$ cat config.mk
export PLATFORM = sky130hd
export DESIGN_NAME = afg_power_ctl
export DESIGN_NICKNAME = d
export VERILOG_FILES = /design/src/rtl/afg_power_ctl.sv
export SDC_FILE = /design/constraint.sdc
export NUM_CORES = 1
export LEC_CHECK = 0
export ABC_AREA = 0
export BUFFER_PORTS_ARGS = -buffer_cell sky130_fd_sc_hd__buf_2
export CAP_MARGIN = 20
export CORE_ASPECT_RATIO = 1.25
export CORE_MARGIN = 1.5
export CORE_UTILIZATION = 50
export CTS_BUF_LIST = sky130_fd_sc_hd__clkbuf_8
export DETAILED_ROUTE_END_ITERATION = 8
export HOLD_SLACK_MARGIN = 0.03
export PLACE_DENSITY = 0.73
export SLEW_MARGIN = 15
export SYNTH_ARGS = -nofsm -noshare
export SYNTH_HDL_FRONTEND = slang
export SYNTH_SLANG_ARGS = --single-unit
$ cat constraint.sdc
create_clock -name clk -period 3 [get_ports clk]
set_input_delay 0.3 -clock clk [delete_from_list [all_inputs] [get_ports clk]]
set_output_delay 0.3 -clock clk [all_outputs]
set_load 0.01 [all_outputs]
$ cat src/rtl/afg_power_ctl.sv
module afg_power_ctl #(
  parameter int unsigned CLK_PER_MS = 250000,
  parameter int unsigned D1_MS      = 1,
  parameter int unsigned D2_MS      = 2,
  parameter int unsigned D3_MS      = 10,
  parameter int unsigned DEEP_MS    = 200
) (
  input  logic       clk,
  input  logic       rst,
  input  logic       cmd_valid,
  input  logic [2:0] cmd_state,
  input  logic       vnd_valid,
  input  logic       vnd_sel,
  input  logic       fg_rst,
  output logic [2:0] pwr_state,
  output logic       ready,
  output logic       conv_en,
  output logic       mix_en,
  output logic       amp_en,
  output logic       ref_en,
  output logic       amp_lowpwr,
  output logic       link_en,
  output logic       gpio_en,
  output logic       pdet_en
);
  localparam int unsigned LIM1 = CLK_PER_MS * D1_MS;
  localparam int unsigned LIM2 = CLK_PER_MS * D2_MS;
  localparam int unsigned LIM3 = CLK_PER_MS * D3_MS;
  localparam int unsigned LIMD = CLK_PER_MS * DEEP_MS;
  localparam int unsigned LMAX = (LIMD > LIM3) ? LIMD : LIM3;
  localparam int CW = $clog2(LMAX + 1);

  localparam logic [2:0] S_D0 = 3'd0;
  localparam logic [2:0] S_D1 = 3'd1;
  localparam logic [2:0] S_D2 = 3'd2;
  localparam logic [2:0] S_D3 = 3'd3;
  localparam logic [2:0] S_D3C = 3'd4;
  localparam logic [2:0] S_D4 = 3'd5;
  localparam logic [2:0] S_D5 = 3'd6;

  logic [2:0]    st, tgt, req_tgt;
  logic          busy, armed, req_v, deep, go_deeper, go_up;
  logic [CW-1:0] cnt, lim, up_lim;

  assign deep      = (st >= S_D3C);
  assign req_v     = vnd_valid | (cmd_valid & (cmd_state <= S_D3C));
  assign req_tgt   = vnd_valid ? (vnd_sel ? S_D5 : S_D4) : cmd_state;
  assign go_deeper = req_v & (req_tgt > st);
  assign go_up     = req_v & (req_tgt < st) & !deep & !busy;

  always_comb begin
    case (st)
      S_D1:    up_lim = CW'(LIM1);
      S_D2:    up_lim = CW'(LIM2);
      default: up_lim = CW'(LIM3);
    endcase
  end

  always_ff @(posedge clk) begin
    if (rst) begin
      st    <= S_D3;
      tgt   <= S_D3;
      busy  <= 1'b0;
      armed <= 1'b0;
      cnt   <= '0;
      lim   <= '0;
    end else begin
      armed <= 1'b0;
      if (fg_rst && !deep) begin
        st   <= S_D3;
        busy <= 1'b0;
      end else if (fg_rst && deep && !busy) begin
        if (armed) begin
          busy <= 1'b1;
          cnt  <= '0;
          lim  <= CW'(LIMD);
          tgt  <= S_D3;
        end else begin
          armed <= 1'b1;
        end
      end else if (go_deeper) begin
        st   <= req_tgt;
        busy <= 1'b0;
      end else if (go_up) begin
        busy <= 1'b1;
        cnt  <= '0;
        lim  <= up_lim;
        tgt  <= req_tgt;
      end else if (busy) begin
        if (cnt == lim - 1'b1) begin
          st   <= tgt;
          busy <= 1'b0;
        end else begin
          cnt <= cnt + 1'b1;
        end
      end
    end
  end

  logic [7:0] en;
  always_comb begin
    case (st)
      S_D0:    en = 8'b1111_0111;
      S_D1:    en = 8'b0111_0111;
      S_D2:    en = 8'b0011_0111;
      S_D3:    en = 8'b0011_1111;
      S_D3C:   en = 8'b0011_1110;
      S_D4:    en = 8'b0011_1010;
      default: en = 8'b0000_0000;
    endcase
  end

  assign {conv_en, mix_en, amp_en, ref_en, amp_lowpwr, link_en, gpio_en, pdet_en} = en;
  assign pwr_state = st;
  assign ready     = !busy;
endmodule


Yosys cells after proc, flatten, opt, wreduce, memory -nomap -nowiden
Cells that the tools add are included.

Register bits: 60. Input port bits: 9. Output and inout bits: 12. Logic and storage cells: 74.

Add/subtract/negate cells: 2. Magnitude comparators: 4. Equal/unequal tests: 10. Multiplexer cells: 29. Bitwise gates (word level): 8. Reduce and logical (&&, ||, !) cells: 15.

Operator list (number): 26-bit 2-to-1 mux (10); 8-bit one-hot mux with 6 select lines (1); 22-bit one-hot mux with 2 select lines (1); 3-bit 2-to-1 mux (9); 26-bit by 1-bit adder with 26-bit output, second input constant (1); 26-bit == test (1); 26-bit by 1-bit subtractor with 26-bit output, second input constant (1); 4-bit AND reduction (2); 1-bit 2-to-1 mux (7); 3-bit by 2-bit == test with 1-bit output, second input constant (2); 3-bit == test, second input constant (2); 2-bit nonzero test (3); 1-bit bitwise AND (5); 5-bit AND reduction (1); 2-bit inequality test, second input constant (2); 3-bit by 1-bit == test with 1-bit output, second input constant (1); 3-bit greater-or-equal comparator, second input constant (1); 3-bit greater-than comparator (1); 3-bit <= comparator, second input constant (1); 1-bit logical AND (3); 3-bit logical NOT (1); 3-bit less-than comparator (1); 3-bit inequality test, second input constant (1); 3-bit nonzero test (1); 7 further kinds (9).

Longest topological paths before layout
Gate-level depths: netlist of run 1.

Depth after elaboration: 9. Mapped depth: 15. Gate-level depth less buffers: 11.

Worst setup path before layout of run 1
Ideal clock, no wire load.

Path kind: register to register. Start point: reg st[1], in the netlist pwr_state[1]. End point: reg cnt[9]. Library setup time: 132 ps. Data arrival time: 2782 ps. Required time: 2868 ps. Slack: 86 ps. Cell stages (with the launch flop): 12. Path buffers: 2. Period minus slack after synthesis: 2914 ps. Cell sequence: dfxtp_1 -> clkbuf_1 -> inv_1 -> ha_1 -> nor2b_1 -> o21ai_0 -> or4b_2 -> a21oi_1 -> clkbuf_1 -> nor2_1 -> o211ai_1 -> o41ai_2.

Longest elaborated chain between the ends: 7. Elaborated cells on any way between the ends: 20. Those cells by class: 3 x order compare; 3 x eq/ne; 3 x mux; 5 x bitwise; 6 x reduce/logical.

Ends and longest elaborated chain: start, declared (RTL line 41) `logic [2:0] st, tgt, req_tgt;`; start signal, assigned (RTL line 82) `st <= req_tgt;`; start signal, assigned (RTL line 91) `st <= tgt;`; 3-bit less-than comparator / 3-bit greater-or-equal comparator (equally long branches) (RTL line 49, 45); 1-bit bitwise AND / 1-bit logical NOT (equally long branches) (RTL line 49, 69); 1-bit bitwise AND (2 in series) (RTL line 49) `assign go_up = req_v & (req_tgt < st) & !deep & !busy;`; 26-bit 2-to-1 mux (RTL line 84) `end else if (go_up) begin`; 26-bit 2-to-1 mux (RTL line 81) `end else if (go_deeper) begin`; 26-bit 2-to-1 mux (RTL line 72) `end else if (fg_rst && deep && !busy) begin`; end signal, assigned (RTL line 94) `cnt <= cnt + 1'b1;`; end, declared (RTL line 43) `logic [CW-1:0] cnt, lim, up_lim;`.

Parallel ways exist; a longest one is shown, timed or not. The select of a mux whose other input is x is not followed. A chain may end at the register's enable or synchronous reset.

Worst setup path in the final report of run 1
Start point: reg lim[18]. End point: reg cnt[20].

Longest elaborated chain between the ends: 4.

Ends and longest elaborated chain: start, declared (RTL line 43); start signal, assigned (RTL line 76) `lim <= CW'(LIMD);`; start signal, assigned (RTL line 87) `lim <= up_lim;`; 26-bit by 1-bit subtractor with 26-bit output (RTL line 90) `if (cnt == lim - 1'b1) begin`; 26-bit == test (RTL line 90); 3-bit inequality test (no line); 5-bit AND reduction (no line).

Every way passes these cells.

==> results.json, run 1 <==
{
  "fmax_mhz": 359,
  "insertion_delay_ns": 0.30,
  "antenna_found_initial": 0,
  "netlist_instances": 398,
  "dieHeight_um": 89.6,
  "rows": 31,
  "drtAntennaViolNets": 0,
  "startpoint": "lim[18]",
  "grt_pass1_vias": 2806,
  "p_total_w": 0.00138,
  "syn-mean-instance-area_um2": 7.54,
  "post-route-util": 0.576,
  "drive_gt1_frac": 0.163,
  "p_sw_w": 0.000433,
  "drt-total-wl_mm": 7.99,
  "dp_hpwl_mm": 6.03,
  "post_cts_buffers": 0,
  "synthArstFlopShare": 0,
  "nNetsFinal": 433,
  "required_ns": 3.24,
  "status": "finished clean",
  "power.share.clock": 0.289,
  "p_sw_frac": 0.314,
  "grt_max_degree": 25,
  "slew_headroom": 0.503,
  "worst_ep_arrival_time_ns": 3.03,
  "netlist.area_leader.share": 0.300,
  "h-tree-depth": 2,
  "cp-start-kind": "register",
  "cts_root_buffer": "clkbuf_8",
  "grt_pass1_wl_mm": 13.2,
  "route.detailed.drc": 0,
  "internal_power_w": 0.000944,
  "ys_seq_elements": 45,
  "fin_crit_sh": 0.928,
  "cp-end-kind": "register",
  "synth_area_leaders": "dfxtp_1 30%, nor2_1 5.3%, nand2_1 4.3%",
  "synthFlopType": "dfxtp_1",
  "clk_pin_slew_ns": 0.09,
  "gp_congestion": 0.986,
  "syn_to_final_growth_pct": 11.0,
  "drt_iter0_markers": 226,
  "finalSetupTns_ns": 0,
  "setup_viol": 0,
  "coreArea_um2": 5780,
  "via_count": 3046,
  "synth_common_cells": "45 x dfxtp_1, 42 x nor2_1, 34 x nand2_1, 23 x inv_1, 22 x a21oi_1",
  "via_per_inst": 6.29,
  "die_area_um2": 6480,
  "finalHoldViolations": 0,
  "cts_hold_buffers": 0,
  "hp-start": "fg_rst",
  "p_seq_frac": 0.456,
  "die_w_um": 72.3,
  "fin_skew_ns": 0.00646,
  "seq_area_frac_synth": 0.300,
  "cts.path.max_buffers": 2,
  "cts_tree": "built",
  "drtPass1Iterations": 5,
  "clock_sinks": 45,
  "synth_edf_count": 0,
  "crit_fanout": 12,
  "io_buffers": 20,
  "drv_slew": 0,
  "crit_end": "cnt[20]",
  "rsz0062_at_grt": "false",
  "comb_power_share": 0.255,
  "yosys.cell_types.count": 59,
  "worst_pin_slew_ns": 0.738,
  "yosysWarnings": 0,
  "yosys.area.top_type": "dfxtp_1",
  "path_class": "reg -> reg",
  "antenna_cells": 0,
  "r2r_slack_ns": 0.22,
  "ir_worst_vdd_v": 0.000243,
  "rr_endpoint": "cnt[20]",
  "grt-ovfl-total": 0,
  "worstHoldPathType": "in -> reg",
  "maxCapViolations": 0,
  "leakage_nw": 1.20,
  "start_util": 0.519,
  "syn_nets": 413,
  "io_pins": 21,
  "gr-usage-all-layers": 0.259,
  "r2r-start": "lim[18]",
  "wire_per_inst_um": 16.5,
  "min_period_ns": 2.78,
  "synth_most_common_cell": "dfxtp_1",
  "synth_area_um2": 3000,
  "p_per_area_nw_per_um2": 413,
  "cts_made_buffers": 5,
  "worst_r2r_path_depth": 13
}
-- final cells by class --
type | count | area [um^2]
Fill cell | 518 | 2450
Multi-Input combinational cell | 299 | 1880
Sequential cell | 45 | 901
Timing Repair Buffer | 44 | 293
Inverter | 23 | 86.3
Clock buffer | 6 | 82.6
Tap cell | 66 | 82.6
Clock inverter | 1 | 7.51
-- power by group through the flow --
| stage | combinational (W) | sequential [W] | clock, W |
|---|---|---|---|
| CTS | 0.000346 | 0.000627 | 0.000404 |
| global route | 0.000388 | 0.000630 | 0.000425 |
| finish | 0.000351 | 0.000627 | 0.000397 |
| global placement | 0.000337 | 0.000640 | 0 |
| floorplan | 0.000252 | 0.000638 | 0 |
| detailed placement | 0.000345 | 0.000641 | 0 |
-- worst max-delay path, stage by stage, from the launching register on --
cell     delay [ns]
dfxtp_1        0.32
inv_1          0.08
ha_2           0.22
nor2b_1        0.27
buf_4          0.17
nand4_1        0.10
xor2_1         0.17
nor2_1         0.12
nor4_2         0.06
buf_4          0.15
a21o_2         0.23
buf_4          0.19
or4_1          0.50
a21oi_1        0.13
-- layout by cell type (no fill, tap or decap), types with 6 or more instances in the layout --
master	instances
a21oi_1	22
nand3_1	15
nor2_1	42
buf_4	23
o211ai_1	17
o31ai_1	11
buf_2	20
nand2_1	34
inv_1	23
xnor2_1	12
dfxtp_1	45
nor3_1	15
clkbuf_8	6
a31oi_1	7
o21ai_0	21
nand4_1	14
nor2b_1	6
-- per-layer routing --
metal	up-vias	share of wire	global-route usage
li1	1504	-	-
met1	1401	0.43	0.309
met2	118	0.49	0.448
met3	23	0.047	0.0424
met4	0	0.037	0.136
met5	-	0	0
-- registers in the layout (all words and copies together) (netlist names) --
register and cells:
armed 1, busy 1, cnt 26, lim 11, pwr_state 3, tgt 3
-- kinds of logic after synthesis --
| group | after synthesis | share of synthesized area |
|---|---|---|
| adder cells (fa/ha/maj) | 6 | 0.0250 |
| AND/OR/NAND/NOR | 158 | 0.270 |
| XOR/XNOR | 17 | 0.0496 |
| buffers and inverters | 54 | 0.0779 |
| multiplexers | 2 | 0.00667 |
| AO/OA/AOI/OAI | 116 | 0.271 |
| flip-flops | 45 | 0.300 |
-- per-stage QoR --
stage               worst slack, ns  hold slack (ns)  cells  area (um^2)
floorplan                    0.0857            0.402    398         3000
global placement              0.121            0.414    477         3230
detailed placement           0.0101            0.415    477         3230
CTS                           0.135            0.346    484         3320
global route                 0.0247            0.369    484         3330
finish                        0.216            0.352    484         3330
-- worst min path at each step --
stage	endpoint	slack, ns	cells past startpoint
after floorplan	armed	0.40	1
after global placement	armed	0.41	1
after detailed placement	armed	0.42	1
after CTS	pwr_state[1]	0.35	3
after global routing	lim[13]	0.37	2
final	pwr_state[1]	0.35	3
-- timing repair --
item,4_1_cts,5_1_grt
endpoints found under the hold margin,0,0
resized for setup,0,4
endpoints found under the setup margin,0,24
Note: power is estimated with default switching activity, not from simulation.
==> run 2: changes to the inputs <==
--- a/config.mk
+++ b/config.mk
@@ -5,7 +5,7 @@
 export SDC_FILE = /design/constraint.sdc
 export NUM_CORES = 1
 export LEC_CHECK = 0
-export ABC_AREA = 0
+export ABC_AREA = 1
 export BUFFER_PORTS_ARGS = -buffer_cell sky130_fd_sc_hd__buf_2
 export CAP_MARGIN = 20
 export CORE_ASPECT_RATIO = 1.25
@@ -14,7 +14,7 @@
 export CTS_BUF_LIST = sky130_fd_sc_hd__clkbuf_8
 export DETAILED_ROUTE_END_ITERATION = 8
 export HOLD_SLACK_MARGIN = 0.03
-export PLACE_DENSITY = 0.73
+export PLACE_DENSITY = 0.72
 export SLEW_MARGIN = 15
 export SYNTH_ARGS = -nofsm -noshare
 export SYNTH_HDL_FRONTEND = slang
==> results.json, run 2 <==
{
  "status": "finished clean",
  "synth_edf_count": 0,
  "p_seq_frac": 0.423,
  "io_buffers": 20,
  "drtAntennaViolNets": 0,
  "yosys.area.top_type": "dfxtp_1",
  "layout_common_cells": "151 x nand2_1, 78 x nor2_1, 60 x inv_1",
  "drt-total-wl_mm": 9.39,
  "gr-usage-all-layers": 0.269,
  "cp_cell_sequence": "inv_2 -> ha_1 -> ha_1 -> nand2_1 -> nand2_1 -> nor2_1 -> nand3_1 -> nor2_1 -> nand3_1 -> nor2_1 -> nand2_1 -> nor2_4 -> nand2_4 -> nand2_4 -> buf_4 -> nand3_1 -> nand2_1 -> nor2_1",
  "synthArstFlopShare": 0,
  "wire_per_inst_um": 14.2,
  "comb_power_share": 0.328,
  "route.detailed.drc": 0,
  "syn_nets": 572,
  "grt-ovfl-total": 0,
  "crit_family": "simple AND/OR/NAND/NOR gates",
  "seq_area_frac_synth": 0.268,
  "reg.largest.list": "cnt (26), lim (11)",
  "p_sw_frac": 0.372,
  "rows": 33,
  "finalSetupTns_ns": 0,
  "cp-end-kind": "register",
  "leakage_nw": 1.55,
  "ir_worst_vdd_v": 0.000292,
  "p_sw_w": 0.000590,
  "nNetsFinal": 586,
  "gp_congestion": 0.927,
  "worstHoldPathType": "in -> reg",
  "insertion_delay_ns": 0.29,
  "via_per_inst": 5.46,
  "multi_input_comb_area_um2": 2120,
  "cts_made_buffers": 5,
  "synthFlopType": "dfxtp_1",
  "required_ns": 3.16,
  "power.share.clock": 0.249,
  "yosysWarnings": 0,
  "crit_fanout": 19,
  "io_pins": 21,
  "h-tree-depth": 2,
  "grt_pass1_vias": 3283,
  "synth_area_um2": 3370,
  "fmax_mhz": 379,
  "largest_reg_flops": 26,
  "yosys.cell_types.count": 38,
  "clk_pin_slew_ns": 0.09,
  "synth_most_common_cell": "nand2_1",
  "seqCellArea_um2": 902,
  "ys_seq_elements": 45,
  "drtPass1Iterations": 5,
  "synth_area_leaders": "dfxtp_1 27%, nand2_1 17%, nor2_1 8.7%",
  "dieHeight_um": 94.7,
  "worst_ep_arrival_time_ns": 2.80,
  "postLayoutSetupSlackWorst_ns": 0.360,
  "min_period_ns": 2.64,
  "coreArea_um2": 6520,
  "slew_headroom": 0.584,
  "ctsResizeCount": 0,
  "num-fill-cells": 689,
  "cts_tree": "built",
  "netlist.area_leader.share": 0.268,
  "slowest_stage": "dfxtp_2",
  "cts_hold_buffers": 0,
  "drive_gt1_frac": 0.0997,
  "cp-start-kind": "register",
  "fin_crit_sh": 0.880,
  "maxCapViolations": 0,
  "cp_num_buf_inv": 2,
  "fin_skew_ns": 0.00350,
  "die_area_um2": 7240,
  "drt_iter0_markers": 267,
  "largest-register": "cnt",
  "final_common_cell": "nand2_1",
  "clock_sinks": 45,
  "max_stage_delay_ns": 0.45,
  "die_w_um": 76.4,
  "via_count": 3598,
  "synth_common_cells": "151 x nand2_1, 78 x nor2_1, 60 x inv_1, 50 x nand3_1, 45 x dfxtp_1",
  "p_per_area_nw_per_um2": 439,
  "setup_viol": 0,
  "rsz0062_at_grt": "false",
  "cts_root_buffer": "clkbuf_8",
  "internal_power_w": 0.000997,
  "drv_slew": 0,
  "worst_pin_slew_ns": 0.624,
  "pre_cts_ws_ns": 0.145,
  "grt_max_degree": 32,
  "antenna_found_initial": 0,
  "path_class": "reg -> reg",
  "post_cts_buffers": 0,
  "finalHoldViolations": 0,
  "antenna_cells": 0,
  "syn_to_final_growth_pct": 7.40,
  "grt_pass1_wl_mm": 15.6,
  "cts.path.max_buffers": 2,
  "start_util": 0.516,
  "syn-mean-instance-area_um2": 6.04,
  "dp_hpwl_mm": 7.24,
  "netlist_instances": 557
}
[run 2: cell types whose count changed after synthesis, moves of 15 or more]
cell	previous run	this run
nand2_1	34	151
a21oi_1	22	37
inv_1	23	60
nor2_1	42	78
o211ai_1	17	2
nand3_1	15	50
[run 2: logic make-up after synthesis]
group | Yosys count | synth area share
XOR/XNOR | 18 | 0.0468
AO/OA/AOI/OAI | 70 | 0.112
buffers and inverters | 83 | 0.103
adder cells (fa/ha/maj) | 6 | 0.0223
flip-flops | 45 | 0.268
AND/OR/NAND/NOR | 335 | 0.448
[run 2: metrics by stage]
stage | util | power [W] | std cells | hold WS (ns) | instance area [um^2]
after floorplan | - | 0.00108 | 557 | 0.421 | 3370
after global placement | 0.539 | 0.00119 | 651 | 0.438 | 3510
after detailed placement | 0.539 | 0.00120 | 651 | 0.445 | 3510
after CTS | 0.553 | 0.00160 | 659 | 0.402 | 3610
after global routing | 0.554 | 0.00170 | 659 | 0.427 | 3620
final | 0.554 | 0.00159 | 659 | 0.405 | 3620
[run 2: worst min-delay path, cell delays in order]
cell,delay (ns)
buf_2,0.08
nor2_1,0.04
inv_1,0.07
nand2_1,0.06
a21oi_1,0.10
[run 2: routing by layer]
layer  GRT usage  wire [um]  up-vias
met5           0          0        -
met4       0.103        236        0
met3      0.0242        450       25
met2       0.499       4730      119
met1       0.323       3970     1630
li1            -          -     1824
[run 2: cell type report]
cell class	count	area share
Clock inverter	2	0.00381
Multi-Input combinational cell	429	0.587
Tap cell	87	0.0301
Clock buffer	6	0.0228
Sequential cell	45	0.249
Timing Repair Buffer	26	0.0401
Inverter	64	0.0664
[run 2: worst paths after layout]
check                                  start  slack (ns)  cells after the start      end
worst max register to register       lim[18]        0.36                     18  cnt[17]
worst min register to register         armed        0.46                      1    armed
worst max-delay path                 lim[18]        0.36                     18  cnt[17]
worst min-delay path            cmd_state[2]        0.40                      5   tgt[2]
[run 2: power groups by stage]
stage | registers [W] | logic (W) | clock network, W
4_1_cts | 0.000669 | 0.000521 | 0.000407
5_1_grt | 0.000675 | 0.000593 | 0.000429
6_report | 0.000671 | 0.000520 | 0.000395
2_1_floorplan | 0.000665 | 0.000416 | 0
3_3_place_gp | 0.000682 | 0.000508 | 0
3_5_place_dp | 0.000683 | 0.000518 | 0
